$ cat src/rtl/seg_pkg.sv
package seg_pkg;
  typedef enum logic [1:0] {
    CAUSE_NONE   = 2'd0,
    CAUSE_ABSENT = 2'd1,
    CAUSE_BOUND  = 2'd2,
    CAUSE_PERM   = 2'd3
  } cause_e;

  typedef enum logic [1:0] {
    ACC_LOAD  = 2'd0,
    ACC_STORE = 2'd1,
    ACC_FETCH = 2'd2,
    ACC_RSVD  = 2'd3
  } acc_e;

  localparam int NUM_PERM = 3;
endpackage

$ cat src/rtl/seg_desc_ram.sv
module seg_desc_ram #(
  parameter int SEL_W   = 4,
  parameter int ENTRY_W = 63
) (
  input  logic               clk,
  input  logic               rst,
  input  logic               wr_en,
  input  logic [SEL_W-1:0]   wr_idx,
  input  logic [ENTRY_W-1:0] wr_entry,
  input  logic               wr_present,
  input  logic [SEL_W-1:0]   rd_idx,
  output logic [ENTRY_W-1:0] rd_entry,
  output logic               rd_present
);
  localparam int DEPTH = 1 << SEL_W;

  logic [ENTRY_W-1:0] mem [DEPTH];
  logic [DEPTH-1:0]   present_q;

  // Descriptor payload: plain synchronous RAM, read-before-write.
  always_ff @(posedge clk) begin
    if (wr_en) mem[wr_idx] <= wr_entry;
    rd_entry <= mem[rd_idx];
  end

  // Valid flags live in flops so reset can clear them.
  always_ff @(posedge clk) begin
    if (rst) begin
      present_q  <= '0;
      rd_present <= 1'b0;
    end else begin
      if (wr_en) present_q[wr_idx] <= wr_present;
      rd_present <= present_q[rd_idx];
    end
  end
endmodule

$ cat src/rtl/seg_check.sv
module seg_check
  import seg_pkg::*;
#(
  parameter int OFF_W = 28,
  parameter int PA_W  = 32
) (
  input  logic                present,
  input  logic [PA_W-1:0]     base,
  input  logic [OFF_W-1:0]    bound,
  input  logic [NUM_PERM-1:0] perm,
  input  logic [OFF_W-1:0]    offset,
  input  logic [1:0]          acc,
  output cause_e              cause,
  output logic [PA_W-1:0]     paddr
);
  logic [NUM_PERM-1:0] grant;
  logic                allowed;
  logic                over;

  // One grant term per access type; an unlisted type matches no term.
  for (genvar a = 0; a < NUM_PERM; a++) begin : g_grant
    assign grant[a] = (acc == 2'(a)) && perm[a];
  end
  assign allowed = |grant;
  assign over    = (offset >= bound);
  assign paddr   = base + PA_W'(offset);

  always_comb begin
    if (!present)      cause = CAUSE_ABSENT;
    else if (over)     cause = CAUSE_BOUND;
    else if (!allowed) cause = CAUSE_PERM;
    else               cause = CAUSE_NONE;
  end
endmodule

$ cat src/rtl/seg_xlate.sv
module seg_xlate
  import seg_pkg::*;
#(
  parameter int  ADDR_W = 32,
  parameter int  SEL_W  = 4,
  parameter int  PA_W   = 32,
  localparam int OFF_W  = ADDR_W - SEL_W
) (
  input  logic                clk,
  input  logic                rst,
  input  logic                cfg_we,
  input  logic                cfg_priv,
  input  logic [SEL_W-1:0]    cfg_idx,
  input  logic                cfg_valid,
  input  logic [2:0]          cfg_perm,
  input  logic [PA_W-1:0]     cfg_base,
  input  logic [OFF_W-1:0]    cfg_bound,
  input  logic                req_valid,
  input  logic [1:0]          req_type,
  input  logic [ADDR_W-1:0]   req_addr,
  output logic                rsp_valid,
  output logic [1:0]          rsp_cause,
  output logic [PA_W-1:0]     rsp_paddr,
  output logic [ADDR_W-1:0]   rsp_fault_addr
);
  localparam int ENTRY_W = NUM_PERM + OFF_W + PA_W;

  logic               wr_ok;
  logic [ENTRY_W-1:0] rd_entry;
  logic               rd_present;

  logic               s1_v;
  logic [ADDR_W-1:0]  s1_addr;
  logic [1:0]         s1_type;

  cause_e             chk_cause;
  logic [PA_W-1:0]    chk_paddr;

  assign wr_ok = cfg_we & cfg_priv;

  seg_desc_ram #(.SEL_W(SEL_W), .ENTRY_W(ENTRY_W)) u_table (
    .clk        (clk),
    .rst        (rst),
    .wr_en      (wr_ok),
    .wr_idx     (cfg_idx),
    .wr_entry   ({cfg_perm, cfg_bound, cfg_base}),
    .wr_present (cfg_valid),
    .rd_idx     (req_addr[ADDR_W-1 -: SEL_W]),
    .rd_entry   (rd_entry),
    .rd_present (rd_present)
  );

  // Stage 1: carry the request alongside the descriptor read.
  always_ff @(posedge clk) begin
    if (rst) begin
      s1_v    <= 1'b0;
      s1_addr <= '0;
      s1_type <= '0;
    end else begin
      s1_v    <= req_valid;
      s1_addr <= req_addr;
      s1_type <= req_type;
    end
  end

  seg_check #(.OFF_W(OFF_W), .PA_W(PA_W)) u_check (
    .present (rd_present),
    .base    (rd_entry[PA_W-1:0]),
    .bound   (rd_entry[PA_W +: OFF_W]),
    .perm    (rd_entry[PA_W+OFF_W +: NUM_PERM]),
    .offset  (s1_addr[OFF_W-1:0]),
    .acc     (s1_type),
    .cause   (chk_cause),
    .paddr   (chk_paddr)
  );

  // Stage 2: registered result, held until the next response.
  always_ff @(posedge clk) begin
    if (rst) begin
      rsp_valid      <= 1'b0;
      rsp_cause      <= CAUSE_NONE;
      rsp_paddr      <= '0;
      rsp_fault_addr <= '0;
    end else begin
      rsp_valid <= s1_v;
      if (s1_v) begin
        rsp_cause <= chk_cause;
        if (chk_cause == CAUSE_NONE) begin
          rsp_paddr      <= chk_paddr;
          rsp_fault_addr <= '0;
        end else begin
          rsp_paddr      <= '0;
          rsp_fault_addr <= s1_addr;
        end
      end
    end
  end
endmodule

$ cat config.mk
export PLATFORM = sky130hd
export DESIGN_NAME = seg_xlate
export DESIGN_NICKNAME = d
export VERILOG_FILES = /design/src/rtl/seg_pkg.sv /design/src/rtl/seg_desc_ram.sv /design/src/rtl/seg_check.sv /design/src/rtl/seg_xlate.sv
export SDC_FILE = /design/constraint.sdc
export NUM_CORES = 1
export LEC_CHECK = 0
export ABC_CLOCK_PERIOD_IN_PS = 13100
export BUFFER_PORTS_ARGS = -buffer_cell sky130_fd_sc_hd__clkbuf_2
export CAP_MARGIN = 30
export CORE_MARGIN = 2
export CORE_UTILIZATION = 65
export CTS_BUF_LIST = sky130_fd_sc_hd__clkbuf_16
export CTS_CLUSTER_DIAMETER = 120
export DETAILED_ROUTE_END_ITERATION = 12
export GPL_TIMING_DRIVEN = 0
export MAX_ROUTING_LAYER = met4
export PLACE_DENSITY = 0.83
export SYNTH_ARGS = -nofsm -noshare
export SYNTH_HDL_FRONTEND = slang
export SYNTH_HIERARCHICAL = 1
export SYNTH_SLANG_ARGS = --single-unit
$ cat constraint.sdc
create_clock -name clk -period 13.1 [get_ports clk]
set_input_delay 1.31 -clock clk [delete_from_list [all_inputs] [get_ports clk]]
set_output_delay 1.31 -clock clk [all_outputs]
set_load 0.05 [all_outputs]
== Word level (Yosys, flattened, before mapping) ==
Memory sizes are Yosys's and may differ from the RTL's. A register that Yosys moved wholly into a read port is not among the register bits.
Cells that the tools add are included.
Storage, ports and cells
  bits in writable memories: 1008
  output and inout port bits: 67
  flip-flop bits (word level): 119
  memories: 1
  word-level logic and storage cells: 37
  input port bits: 107
Cells by class
  muxes and demuxes: 12
  add/sub/neg operators: 1
  order comparisons: 4
  bitwise operators: 1
  reduce and logical (&&, ||, !) cells: 7
  eq/ne operators: 2
Memories
  u_table.mem: words 16, bits a word 63, read ports 1, clocked after memory_dff 1, wr ports 1, RTL line seg_desc_ram.sv:17  | logic [ENTRY_W-1:0] mem [DEPTH];
Operator list (count)
  32-bit two-way mux: 2
  32-bit by 28-bit adder with 32-bit output: 1
  28-bit >= comparator: 1
  16-bit bitwise mux: 1
  4-bit by 5-bit less-than comparator with 1-bit output, second input constant: 2
  2-bit two-way mux: 3
  1-bit binary-select mux with 4-bit select: 1
  1-bit demux with 4-bit select: 1
  4-bit by 1-bit >= comparator with 1-bit output, second input constant: 1
  1-bit logical AND: 4
  2-bit zero test: 2
  1-bit two-way mux: 4
  3-bit OR reduction: 1
  2-bit by 1-bit equality test with 1-bit output, second input constant: 1
  2-bit equality test, second input constant: 1
  1-bit bitwise AND: 1

== Depth between registers and ports, before layout ==
  depth in word-level cells: 8
  mapped depth: 15
  depth with buffers taken out: 12

== Modules after synthesis ==
The synthesis kept the hierarchy.
Modules (own cells, without submodules)
  seg_desc_ram: instances 1, seq. area each 31870.6 sq um, cells each 1640, area each 39664.3 sq um
  seg_xlate: instances 1, seq. area each 2042.0 sq um, cells each 374, area each 4289.1 sq um
  seg_check: instances 1, seq. area each 0.0 sq um, cells each 316, area each 2303.5 sq um

== Least setup slack after synthesis ==
No wires, ideal clock.
  path type: input -> register
  start point: input cfg_we
  end point: register u_table.present_q[0]
  stages: 6
  arrival: 6.834 ns
  slack: 6.139 ns
  data required time: 12.972 ns
  setup time: 0.128 ns
  path buffers: 1
  cell sequence: and2_1 > or3b_1 > clkbuf_1 > nor3_1 > mux2i_1 > nor2_1
Between the ends
  cells in the longest elaborated chain, start to end: 1
Ends and longest elaborated chain
  start: declaration: RTL line seg_xlate.sv:11  | input logic cfg_we,
  1-bit bitwise AND: RTL line seg_xlate.sv:39  | assign wr_ok = cfg_we & cfg_priv;
  end signal: indexed assignment: RTL line seg_desc_ram.sv:32  | if (wr_en) present_q[wr_idx] <= wr_present;
  end: declaration: RTL line seg_desc_ram.sv:18  | logic [DEPTH-1:0] present_q;
Every way passes these cells.
A chain may end at the register's enable or synchronous reset.

==> results_dict.tcl <==
set metrics [dict create \
    run_status "completed" \
    ff_latch_area_um2 33910 \
    report.final.setup_viol 0 \
    floorplan.die.height_um 270.8 \
    design.die.area_um2 73310 \
    grt_util_all_layers_pct 36.46 \
    post-route-drc-count 0 \
    synth-warning-count 6 \
    numPortBuffers 172 \
    timing.clock.skew_ps 33.04 \
    p_leak_uw 0.01797 \
    hold_path_class "reg -> reg" \
    filler_cell_count 3493 \
    maxClockFrequency_mhz 271.0 \
    synth_ff_type "edfxtp_1" \
    detailroute.via_count 26510 \
    grt_pass1_wl_mm 185.5 \
    syn_inst 2330 \
    post_cts.repair.setup_buffers 0 \
    portion_of_netlist_area_occupied_by_mux_cells_pct 12.63 \
    worstSkewPairLatency_ps 700 \
    rsz0062_at_grt "false" \
    gpl.final_weighted_congestion 0.9501 \
    timing.reg2reg.worst_path_depth 13 \
    setup_total_negative_slack_ps 0 \
    critical_path_peak_fanout 10 \
    cts_buffer_depth 3 \
    ff2ff_setup_slack_ps 9570 \
    core.rowCount 97 \
    post_drt_wl_per_cell_um 34.51 \
    final.period_utilization_pct 28.17 \
    whs_ps 468.4 \
    dp_hpwl_mm 77.62 \
    multi_input_comb_area_um2 11460 \
    cp_data_required_time_ps 13610 \
    hold_path_end "rsp_fault_addr[29]$_SDFFE_PP0P_" \
    timing_worst_setup_path_type "in -> reg" \
    ys_async_sr_fraction_pct 0 \
    synth_xor_area_share_pct 0.4734 \
    drt_iter0_markers 4084 \
    core_area_um2 70270 \
    syn_area_um2 46260 \
    detail_route.wirelength.met1_mm 45.35 \
    wl_met3_mm 15.10 \
    synthMostInstantiatedCell "edfxtp_1" \
    area_share_of_fa_ha_maj_cells_after_synthesis_pct 1.558 \
    ranking_of_synthesized_cells_by_area "edfxtp_1, mux4_2, dfxtp_1" \
    ir_drop_mv 0.1405 \
    post_cts_hold_buffer_count 0 \
    grt.overflow.total 0 \
    yosys.area.top_type_share_pct 65.44 \
    type_of_element_capturing_the_critical_path "register" \
    worst_hold_startpoint "s1_addr[29]$_SDFF_PP0_" \
    cap_viol_max_count 0 \
    timing.slew.headroom_pct 26.18 \
    avgSynthCellArea_um2 19.85 \
    routed_wl_mm 128.5 \
    detail_route.vias_per_cell 7.118 \
    die-width_um 270.8 \
    highest_layer "met4" \
    number_of_enable_flip_flop_cells_after_synthesis 1008 \
    dr_wl_met2_mm 61.96 \
    cts.clk_slew.worst_paths_ps 60 \
    min_path_cells 2 \
    setup.worst_path.start_class "input pin" \
    start_util_pct 65.83 \
    synth_sequential_area_ratio_pct 73.31 \
    cts_made_buffers 112 \
    post_route_cells_drive_above_1_share_pct 28.99 \
    drt_pre_antenna_iters 6 \
    yosysUniqueCellTypes 65 \
    max_slew_violation_total_from_the_final_report 0 \
    grt_pass1_vias 26630 \
    synthSimpleGateAreaFrac_pct 3.549 \
    synth_compound_gate_area_share_pct 6.324 \
    synthDominantAreaCellType "edfxtp_1" \
    cts_resized 0 \
    synth.ff_latch_count 1190 \
    yosys-top-cells-count "edfxtp_1, mux4_2, dfxtp_1" \
    cp_data_arrival_time_ps 4200 \
    worstReg2RegEnd "rsp_fault_addr[3]$_SDFFE_PP0P_" \
    final-hold-violation-count 0 \
    synth_top_family_by_area "multiplexers" \
    root_buffer "clkbuf_16" \
    grt_max_degree 27 \
    antenna_left 0 \
    grt_antenna_before_repair 11 \
    io_pins 174 \
    syn_nets 2494 \
    synthToLayoutAreaGrowth_pct 14.93 \
    cts_num_sinks 1190 \
    cts_tree "yes" \
    r2r-start "s1_addr[21]$_SDFF_PP0_" \
    design.final.nets 2840 \
    core_util_final_pct 75.66 \
    power.density_nw_per_um2 153.6 \
    cts.htree.levels 3 \
    fin_crit_ps 3690 \
    worst-slew-pin-transition_ps 1107 \
]
## placed cells by master, fill, tap and decap left out, drive strengths merged, types with 57 or more instances in the layout
cell,synthesis,layout
a22o,63,63
dfxtp,182,182
a21oi,109,109
clkbuf,62,348
edfxtp,1008,1008
mux4,254,254
buf,72,132
a221o,63,63
clkinv,0,57
nand2b,73,73
## critical path, stage by stage
cell and delay (ps):
clkbuf_2 90, buf_2 290, buf_2 540, buf_2 440
buf_1 660, mux4_2 420, a221o_1 420
## metrics by stage
stage,instance area [µm²],total power [µW],setup WS [ps],cells
floorplan,46260,4619,6139,2330
global placement,48290,4799,1468,3442
detailed placement,49310,4831,8866,3501
CTS,53120,8163,9539,3712
global route,53160,8338,9376,3724
finish,53160,8167,9410,3724
## area by class of cell
class                   count  area share, %
flip-flops and latches   1190          63.79
multi-input cells         973          21.55
clock buffers             114          5.366
repair buffers            232          3.356
well taps                 940          2.212
clock inverters            97          1.800
plain buffers             135          1.647
inverters                  32         0.2259
diodes                     11        0.05178
## registers in the layout, indices dropped and copies added (netlist names)
register and flops:
rsp_valid 1, u_table/mem 1008, u_table/rd_entry 63, rsp_paddr 32, u_table/present_q 16, u_table/rd_present 1
s1_type 2, s1_addr 32, s1_v 1, rsp_fault_addr 32, rsp_cause 2
## cell families (layout without fill, tap and decap cells)
kind of cell | count (synthesis) | count (layout)
AO/OA/AOI/OAI | 358 | 358
XOR/XNOR | 25 | 25
buffers and inverters | 167 | 610
multiplexers | 266 | 266
flip-flops | 1190 | 1190
other | 0 | 11
AND/OR/NAND/NOR | 267 | 267
adder cells (fa/ha/maj) | 57 | 57
## report_power, final
group / internal, µW / switching [µW] / leakage, µW
Combinational: 220 / 345 / 0.00547
Sequential: 4170 / 48.5 / 0.0106
Clock: 1940 / 1440 / 0.00192
Total: 6330 / 1830 / 0.0180
## routing by layer
metal  global-route usage, %  vias to the layer above
li1                        -                    10290
met1                   47.55                    13530
met2                   56.48                     2285
met3                   8.015                      398
met4                   15.27                        0
met5                       -                        -
## how the worst max path moves through the flow
stage / start / endpoint / depth (start not counted)
detailed placement: req_addr[29] / u_table/rd_entry[29]$_DFF_P_ / 7
finish: req_addr[29] / u_table/rd_entry[29]$_DFF_P_ / 7
global route: s1_addr[21]$_SDFF_PP0_ / rsp_fault_addr[3]$_SDFFE_PP0P_ / 13
CTS: req_addr[29] / u_table/rd_entry[29]$_DFF_P_ / 7
global placement: cfg_we / u_table/present_q[12]$_SDFFE_PP0P_ / 6
floorplan: cfg_we / u_table/present_q[0]$_SDFFE_PP0P_ / 6
(Power assumes the default switching activity.)
